## src/rtl/ctmr_pkg.sv

```systemverilog
package ctmr_pkg;

  localparam int SEC_W   = 7;
  localparam int CNT_W   = 13;
  localparam int OFF_W   = 12;
  localparam int TIMER_W = SEC_W + CNT_W + OFF_W;

  typedef struct packed {
    logic [SEC_W-1:0] sec;
    logic [CNT_W-1:0] cnt;
    logic [OFF_W-1:0] off;
  } ctmr_t;

  // phase has reached the last step of a cycle (or was loaded past it)
  function automatic logic off_at_end(logic [OFF_W-1:0] v, int lim);
    return int'(v) >= lim - 1;
  endfunction

  // cycle number has reached the last cycle of a second
  function automatic logic cnt_at_end(logic [CNT_W-1:0] v, int lim);
    return int'(v) >= lim - 1;
  endfunction

endpackage

```

## src/rtl/ctmr_strobe_sync.sv

```systemverilog
module ctmr_strobe_sync #(
  parameter int STAGES = 2
) (
  input  logic clk,
  input  logic rst_n,
  input  logic strobe_in,
  output logic pulse
);

  logic [STAGES-1:0] chain;
  logic              last;

  always_ff @(posedge clk) begin
    if (!rst_n) begin
      chain <= '0;
      last  <= 1'b0;
    end else begin
      chain <= {chain[STAGES-2:0], strobe_in};
      last  <= chain[STAGES-1];
    end
  end

  assign pulse = chain[STAGES-1] & ~last;

  // one pulse per rising edge: never two cycles in a row
  assert_pulse_single_R4: assert property (@(posedge clk) disable iff (!rst_n)
    pulse |=> !pulse);

endmodule

```

## src/rtl/ctmr_offset.sv

```systemverilog
module ctmr_offset
  import ctmr_pkg::*;
#(
  parameter int OFF_LIMIT = 3072
) (
  input  logic             clk,
  input  logic             rst_n,
  input  logic             load,
  input  logic [OFF_W-1:0] load_off,
  input  logic             tick,
  input  logic             run,
  input  logic             ext,
  input  logic             pulse,
  output logic [OFF_W-1:0] off,
  output logic             cycle_adv
);

  logic             counted;
  logic             at_end;
  logic [OFF_W-1:0] off_nxt;

  assign counted = tick & run;
  assign at_end  = off_at_end(off, OFF_LIMIT);

  always_comb begin
    off_nxt   = off;
    cycle_adv = 1'b0;
    if (ext) begin
      if (pulse) begin
        off_nxt   = '0;
        cycle_adv = 1'b1;
      end else if (counted && !at_end) begin
        off_nxt = off + 1'b1;
      end
    end else if (counted) begin
      if (at_end) begin
        off_nxt   = '0;
        cycle_adv = 1'b1;
      end else begin
        off_nxt = off + 1'b1;
      end
    end
  end

  always_ff @(posedge clk) begin
    if (load) off <= load_off;
    else      off <= off_nxt;
  end

  assert_off_step_R2: assert property (@(posedge clk) disable iff (!rst_n)
    (!load && !ext && counted && !at_end) |=> off == $past(off) + 1'b1);

  assert_off_idle_R2: assert property (@(posedge clk) disable iff (!rst_n)
    (!load && !ext && !counted) |=> $stable(off));

  assert_off_wrap_R3: assert property (@(posedge clk) disable iff (!rst_n)
    (!load && !ext && counted && at_end) |=> off == '0);

  assert_strobe_clear_R4: assert property (@(posedge clk) disable iff (!rst_n)
    (!load && ext && pulse) |=> off == '0);

  assert_stall_R5: assert property (@(posedge clk) disable iff (!rst_n)
    (!load && ext && !pulse && at_end) |=> $stable(off));

endmodule

```

## src/rtl/ctmr_cycle_sec.sv

```systemverilog
module ctmr_cycle_sec
  import ctmr_pkg::*;
#(
  parameter int CNT_LIMIT = 8000
) (
  input  logic             clk,
  input  logic             rst_n,
  input  logic             load,
  input  logic [CNT_W-1:0] load_cnt,
  input  logic [SEC_W-1:0] load_sec,
  input  logic             adv,
  output logic [CNT_W-1:0] cnt,
  output logic [SEC_W-1:0] sec
);

  logic sec_carry;

  assign sec_carry = adv & cnt_at_end(cnt, CNT_LIMIT);

  always_ff @(posedge clk) begin
    if (load) begin
      cnt <= load_cnt;
      sec <= load_sec;
    end else if (sec_carry) begin
      cnt <= '0;
      sec <= sec + 1'b1;
    end else if (adv) begin
      cnt <= cnt + 1'b1;
    end
  end

  assert_sec_carry_R6: assert property (@(posedge clk) disable iff (!rst_n)
    (!load && sec_carry) |=> (cnt == '0) && (sec == $past(sec) + 1'b1));

  assert_cnt_step_R3: assert property (@(posedge clk) disable iff (!rst_n)
    (!load && adv && !sec_carry) |=> (cnt == $past(cnt) + 1'b1) && $stable(sec));

  assert_cnt_hold_R5: assert property (@(posedge clk) disable iff (!rst_n)
    (!load && !adv) |=> $stable(cnt) && $stable(sec));

endmodule

```

## src/rtl/cycle_timer.sv

```systemverilog
module cycle_timer
  import ctmr_pkg::*;
#(
  parameter int OFF_LIMIT   = 3072,
  parameter int CNT_LIMIT   = 8000,
  parameter int SYNC_STAGES = 2
) (
  input  logic        clk,
  input  logic        rst_n,
  input  logic        tick_en,
  input  logic        run_en,
  input  logic        ext_src,
  input  logic        master,
  input  logic        ext_strobe,
  input  logic        rx_load,
  input  logic [31:0] rx_stamp,
  input  logic        sw_we,
  input  logic [31:0] sw_data,
  output logic [31:0] timer
);

  logic         strobe_pulse;
  logic         rx_take;
  logic         any_load;
  ctmr_t        load_val;
  ctmr_t        cur;
  logic         cycle_adv;

  ctmr_strobe_sync #(.STAGES(SYNC_STAGES)) u_sync (
    .clk       (clk),
    .rst_n     (rst_n),
    .strobe_in (ext_strobe),
    .pulse     (strobe_pulse)
  );

  // load source priority: software write, then received stamp (non-master)
  assign rx_take  = rx_load & ~master;
  assign any_load = sw_we | rx_take;
  assign load_val = sw_we ? ctmr_t'(sw_data) : ctmr_t'(rx_stamp);

  ctmr_offset #(.OFF_LIMIT(OFF_LIMIT)) u_off (
    .clk       (clk),
    .rst_n     (rst_n),
    .load      (any_load),
    .load_off  (load_val.off),
    .tick      (tick_en),
    .run       (run_en),
    .ext       (ext_src),
    .pulse     (strobe_pulse),
    .off       (cur.off),
    .cycle_adv (cycle_adv)
  );

  ctmr_cycle_sec #(.CNT_LIMIT(CNT_LIMIT)) u_cyc (
    .clk      (clk),
    .rst_n    (rst_n),
    .load     (any_load),
    .load_cnt (load_val.cnt),
    .load_sec (load_val.sec),
    .adv      (cycle_adv),
    .cnt      (cur.cnt),
    .sec      (cur.sec)
  );

  assign timer = cur;

  assert_sw_write_R8: assert property (@(posedge clk) disable iff (!rst_n)
    sw_we |=> timer == $past(sw_data));

  assert_rx_load_R7: assert property (@(posedge clk) disable iff (!rst_n)
    (rx_load && !master && !sw_we) |=> timer == $past(rx_stamp));

  assert_ext_quiet_R4: assert property (@(posedge clk) disable iff (!rst_n)
    (!ext_src && !any_load && !tick_en) |=> $stable(timer));

endmodule

```

## config.mk

```make
export PLATFORM = sky130hd
export DESIGN_NAME = cycle_timer
export DESIGN_NICKNAME = d
export VERILOG_FILES = /design/src/rtl/ctmr_pkg.sv /design/src/rtl/ctmr_strobe_sync.sv /design/src/rtl/ctmr_offset.sv /design/src/rtl/ctmr_cycle_sec.sv /design/src/rtl/cycle_timer.sv
export SDC_FILE = /design/constraint.sdc
export NUM_CORES = 1
export LEC_CHECK = 0
export BUFFER_PORTS_ARGS = -buffer_cell sky130_fd_sc_hd__buf_2
export CAP_MARGIN = 20
export CORE_MARGIN = 8
export CORE_UTILIZATION = 48
export DETAILED_ROUTE_END_ITERATION = 10
export GPL_TIMING_DRIVEN = 1
export PLACE_DENSITY = 0.81
export SYNTH_ARGS = -nofsm -noshare
export SYNTH_HDL_FRONTEND = slang
export SYNTH_SLANG_ARGS = --single-unit
```

## constraint.sdc

```tcl
create_clock -name clk -period 2.2 [get_ports clk]
set_input_delay 0 -clock clk [delete_from_list [all_inputs] [get_ports clk]]
set_output_delay 0 -clock clk [all_outputs]
set_load 0.1 [all_outputs]
```

## After elaboration in Yosys (flattened, before gate mapping)

Cells that the tools add are included.

| word-level totals | value |
|---|---|
| register bits | 35 |
| input bits | 73 |

| operators by class | value |
|---|---|
| add/sub/neg operators | 3 |
| multiplexer cells | 16 |
| $lt $le $gt $ge | 2 |
| reductions and logical operators | 6 |
| bitwise logic cells | 7 |
| equal/unequal tests | 1 |

Operators by type and width:

| cell | number |
|---|---|
| $mux W12 | 6 |
| $mux W13 | 3 |
| $mux W32 | 1 |
| $mux W7 | 2 |
| $add A13 B1 Y13 const B | 1 |
| $ge A13 B13 Y1 const B | 1 |
| $add A12 B1 Y12 const B | 1 |
| $ge A12 B12 Y1 const B | 1 |
| $add A7 B1 Y7 const B | 1 |
| $reduce_bool A3 Y1 | 2 |
| $and A1 B1 Y1 | 4 |
| $mux W1 | 4 |
| $ne A4 B1 Y1 const B | 1 |
| $not A1 Y1 | 2 |
| $reduce_and A2 Y1 | 1 |
| $reduce_bool A2 Y1 | 1 |
| $logic_and A1 B1 Y1 | 1 |
| $logic_not A1 Y1 | 1 |
| $or A1 B1 Y1 | 1 |

## Depth between registers and ports, before layout

| depth | value |
|---|---|
| word-level depth | 7 |
| depth in mapped cells | 7 |
| depth with buffers taken out | 5 |

## Modules after synthesis

Synthesis repeated with hierarchy kept, for this count alone.

| unflattened totals | value |
|---|---|
| cell total of the unflattened synthesis | 229 |
| area total of the unflattened synthesis | 2637.5 µm² |

By module, submodules not included:

| module | area each (µm²) | sequential area each (µm²) | instances | cells an instance |
|---|---|---|---|---|
| ctmr_cycle_sec | 1203.7 | 600.6 | 1 | 112 |
| ctmr_offset | 789.5 | 360.3 | 1 | 72 |
| cycle_timer | 551.8 | 0.0 | 1 | 38 |
| ctmr_strobe_sync | 92.6 | 60.1 | 1 | 7 |

## Least setup slack after synthesis

Ideal clock, no wire load.

| timing | value |
|---|---|
| path kind | register -> register |
| start | reg u_off.off[0] |
| end | reg u_cyc.sec[0], enable pin |
| clock period less this slack | 2759 ps |
| arrival | 2433 ps |
| buffers on the path | 1 |
| path slack | -559 ps |
| stages on the path, launching flop included | 7 |
| library setup time | 326 ps |
| path through | edfxtp_1 ha_1 and3_1 buf_2 a41oi_4 o31ai_4 and2_1 |

| between the ends | value |
|---|---|
| cells in the longest elaborated chain, start to end | 6 |

RTL lines:

| what | RTL line | RTL |
|---|---|---|
| start: declaration | ctmr_offset.sv:14 | `output logic [OFF_W-1:0] off,` |
| start signal: assignment | ctmr_offset.sv:46 | `if (load) off <= load_off;` |
| start signal: assignment | ctmr_offset.sv:47 | `else off <= off_nxt;` |
| $ge A12 B12 Y1 | ctmr_pkg.sv:16 | `return int'(v) >= lim - 1;` |
| $mux W1 | ctmr_offset.sv:36 | `if (at_end) begin` |
| $mux W1 | ctmr_offset.sv:35 | `end else if (counted) begin` |
| $mux W1 | ctmr_offset.sv:28 | `if (ext) begin` |
| $and A1 B1 Y1 | ctmr_cycle_sec.sv:18 | `assign sec_carry = adv & cnt_at_end(cnt, CNT_LIMIT);` |
| $reduce_bool A2 Y1 (no line) | - |  |
| end signal: assignment | ctmr_cycle_sec.sv:23 | `sec <= load_sec;` |
| end signal: assignment | ctmr_cycle_sec.sv:26 | `sec <= sec + 1'b1;` |
| end: declaration | ctmr_cycle_sec.sv:13 | `output logic [SEC_W-1:0] sec` |

Every way passes these cells.
A chain may end at the register's enable or synchronous reset.

## Worst setup path in the final report

| timing | value |
|---|---|
| start | reg u_cyc.cnt[0] |
| end | reg u_cyc.cnt[5], data pin |

| between the ends | value |
|---|---|
| cells in the longest elaborated chain, start to end | 4 |

RTL lines:

| what | RTL line | RTL |
|---|---|---|
| start: declaration | ctmr_cycle_sec.sv:12 | `output logic [CNT_W-1:0] cnt,` |
| start signal: assignment | ctmr_cycle_sec.sv:22 | `cnt <= load_cnt;` |
| start signal: assignment | ctmr_cycle_sec.sv:28 | `cnt <= cnt + 1'b1;` |
| $add A13 B1 Y13 / $ge A13 B13 Y1 (equally long branches) | ctmr_cycle_sec.sv:28, ctmr_pkg.sv:21 |  |
| $mux W13 / $and A1 B1 Y1 (equally long branches) | ctmr_cycle_sec.sv:27, ctmr_cycle_sec.sv:18 |  |
| $mux W13 (*) | ctmr_cycle_sec.sv:24 | `end else if (sec_carry) begin` |
| $mux W13 (*) | ctmr_cycle_sec.sv:21 | `if (load) begin` |

Every way passes the cells marked *; elsewhere a longest branch is shown, timed or not. The select of a mux whose other input is x is not followed.

==> metrics <==
clk root buf clkbuf_8; CTS tree done; pin count of the biggest net entering global routing 42; Fin Setup TNS 0 ns; Final ANT Viol Nets 0; vias in the first global route 2311; total core area 4980 um^2; yosys warns 0; die width 87.0 um; mux contribution to synthesized area 0.0558; clock sinks 35; max_slew headroom 0.624; xor and xnor area share after synthesis 0.0940; Arrival @ worst endpoint 2.05 ns; main combinational cell family by area after synthesis compound AO/OA/AOI/OAI gates; total track usage 0.187; Clock Path Buffers 2; initial antenna violation count 0; CP bufs+invs 1; Crit Path Max Fanout 8; Gates resized, CTS repair 0; first-pass GRT wire length 11.1 mm; leakage 1.32 nW; post-synthesis adder-cell area fraction 0.0155; post-CTS setup repair buffer count 0; worst endpoint required time 2.23 ns; top_reg_cell synth edfxtp_1; area fraction in compound gates after synthesis 0.232; Slew Limit Fails 0; cts bufs inserted 5; die area 7580 um^2; placed cell areas 3050 um^2; Initial DRT Pass Iterations 4; #FFs+latches synth 35; DRC Markers 0; Cells after Synth 231; Final Setup Violations 0; Max stage delay on crit path 0.49 ns; Netlist cell types 44; Hold Fails Final Rpt 0; fin crit share 0.919; crit-path cells ha_4 > a21oi_1 > or3b_1 > buf_4 > a211oi_1 > a2bb2oi_1; nets 415; WS Path Type reg -> reg; Avg WL per Cell 17.4 um; worst hold path class in -> reg; Synth Area per Inst 10.5 um^2; Worst-Margin Slew 0.561 ns; Initial Util 0.487; DRT iter0 DRCs 187; routed vias/inst 5.59; minimum clock period 2.02 ns; RSZ-0062 raised after global routing no; Die Y 87.0 um; Seq/Total Area, Yosys 0.421; final wirelength 7.12 mm; Clock transition at path regs 0.07 ns; grt total ovfl 0; outcome completed; Worst-Skew Late Latency 0.28 ns; Top delay family on crit path simple AND/OR/NAND/NOR gates; PD cells 856 nW/um^2; critical path startpoint category register; share of post-route cells with drive strength above 1 0.394; Max Freq 0.494 GHz; IO Pins 105; Syn Nets 307; via count 2292; most frequent cells in the layout 104 x buf_2, 32 x edfxtp_1, 18 x xor2_1, 16 x a211oi_1, 16 x nand2_1; post-route design area 3160 um^2; Post-synth ARST share 0; EDFF count, synth 32; Hold-fix buffers, CTS 3; peak supply drop 0.500 mV; Detailed Place HPWL 5.48 mm; Mapped Area 2420 um^2; Post-Synth Simple-Gate Area 0.148; Max-Cap Viols 0; Worst setup EP type register; routability cong. 0.818; most common cell after layout, fill and taps aside buf_2; Clock H-tree levels 2; # diodes 0; IO Port Bufs 104; Layout area overhead 30.5%; Worst Skew 0.00680 ns; fin util 0.635; Rows 26; Slowest cell on crit path or3b_1
path summary, 6_finish.rpt:
check / start / to / slack, ns / cells after the start
max: u_cyc.cnt[0]$_DFFE_PP_ / u_cyc.cnt[5]$_DFFE_PP_ / 0.18 / 6
min: rx_stamp[1] / u_off.off[1]$_DFFE_PP_ / 0.01 / 3
max reg2reg: u_cyc.cnt[0]$_DFFE_PP_ / u_cyc.cnt[5]$_DFFE_PP_ / 0.18 / 6
min reg2reg: u_sync.chain[0]$_SDFF_PN0_ / u_sync.chain[1]$_SDFF_PN0_ / 0.45 / 1
flip-flops by register name (all words and copies together) (netlist names):
register and flops:
u_cyc.cnt 13, u_cyc.sec 7, u_off.off 12, u_sync.chain 2, u_sync.last 1
cells in the mapped netlist (2+ instances only):
library cell,number,area (um^2)
nor4_1,2,12.5
a22oi_1,3,22.5
and2_1,6,37.5
o31ai_1,4,30.0
dfxtp_1,3,60.1
a22o_1,12,105
mux2i_1,9,90.1
clkbuf_1,3,11.3
a211oi_1,16,120
o22ai_1,6,37.5
xor2_1,18,158
nor3_1,3,15.0
ha_1,3,37.5
nand4_1,5,31.3
inv_1,2,7.51
buf_2,9,45.0
mux2_2,4,45.0
a2bb2oi_1,10,87.6
a21oi_1,8,40.0
nor2b_1,5,31.3
nand3_1,10,50.1
o21ai_0,5,25.0
xnor2_1,8,70.1
edfxtp_1,32,961
nand2_1,17,63.8
nor2_1,8,30.0
and3_1,3,18.8
cell type report:
cell class	instances	area [um^2]
Tap cell	70	87.6
Clock inverter	1	5.00
Fill cell	427	1820
Clock buffer	7	76.3
Multi-Input combinational cell	180	1350
Sequential cell	35	1020
Inverter	2	7.51
Timing Repair Buffer	115	614
metrics by stage:
stage	setup slack (ns)	power (W)	std cells	hold slack [ns]
6_report	0.178	0.00271	410	0.0107
5_1_grt	0.0790	0.00282	410	0.0275
3_5_place_dp	0.185	0.00227	399	0.210
2_1_floorplan	-0.489	0.00200	231	0.122
3_3_place_gp	0.298	0.00224	398	0.205
4_1_cts	0.171	0.00272	410	0.00266
metal layers:
| metal | wire, um | share of wire | track usage | vias up |
|---|---|---|---|---|
| met4 | 75 | 0.011 | 0.0642 | 0 |
| met3 | 502 | 0.071 | 0.0594 | 6 |
| met5 | 0 | 0 | 0 | - |
| met1 | 2880 | 0.40 | 0.215 | 1088 |
| met2 | 3660 | 0.51 | 0.319 | 80 |
| li1 | - | - | - | 1118 |
power by group:
| group | internal, W | switching, W |
|---|---|---|
| registers | 0.000861 | 0.000135 |
| clock network | 0.000222 | 0.000223 |
| logic | 0.000316 | 0.000950 |
| total | 0.00140 | 0.00131 |
worst register-to-register path, stage by stage, from the launching register on:
cell	delay (ns)
edfxtp_1	0.48
ha_4	0.20
a21oi_1	0.04
or3b_1	0.49
buf_4	0.21
a211oi_1	0.24
a2bb2oi_1	0.10
cells by family after synthesis:
family	after synthesis
DFF	35
and+or+nand+nor	67
AOI/OAI and AO/OA	71
muxes	13
buffers and inverters	16
xor gates and xnor gates	26
adders and majority gates	3
Note: power is estimated with default switching activity, not from simulation.
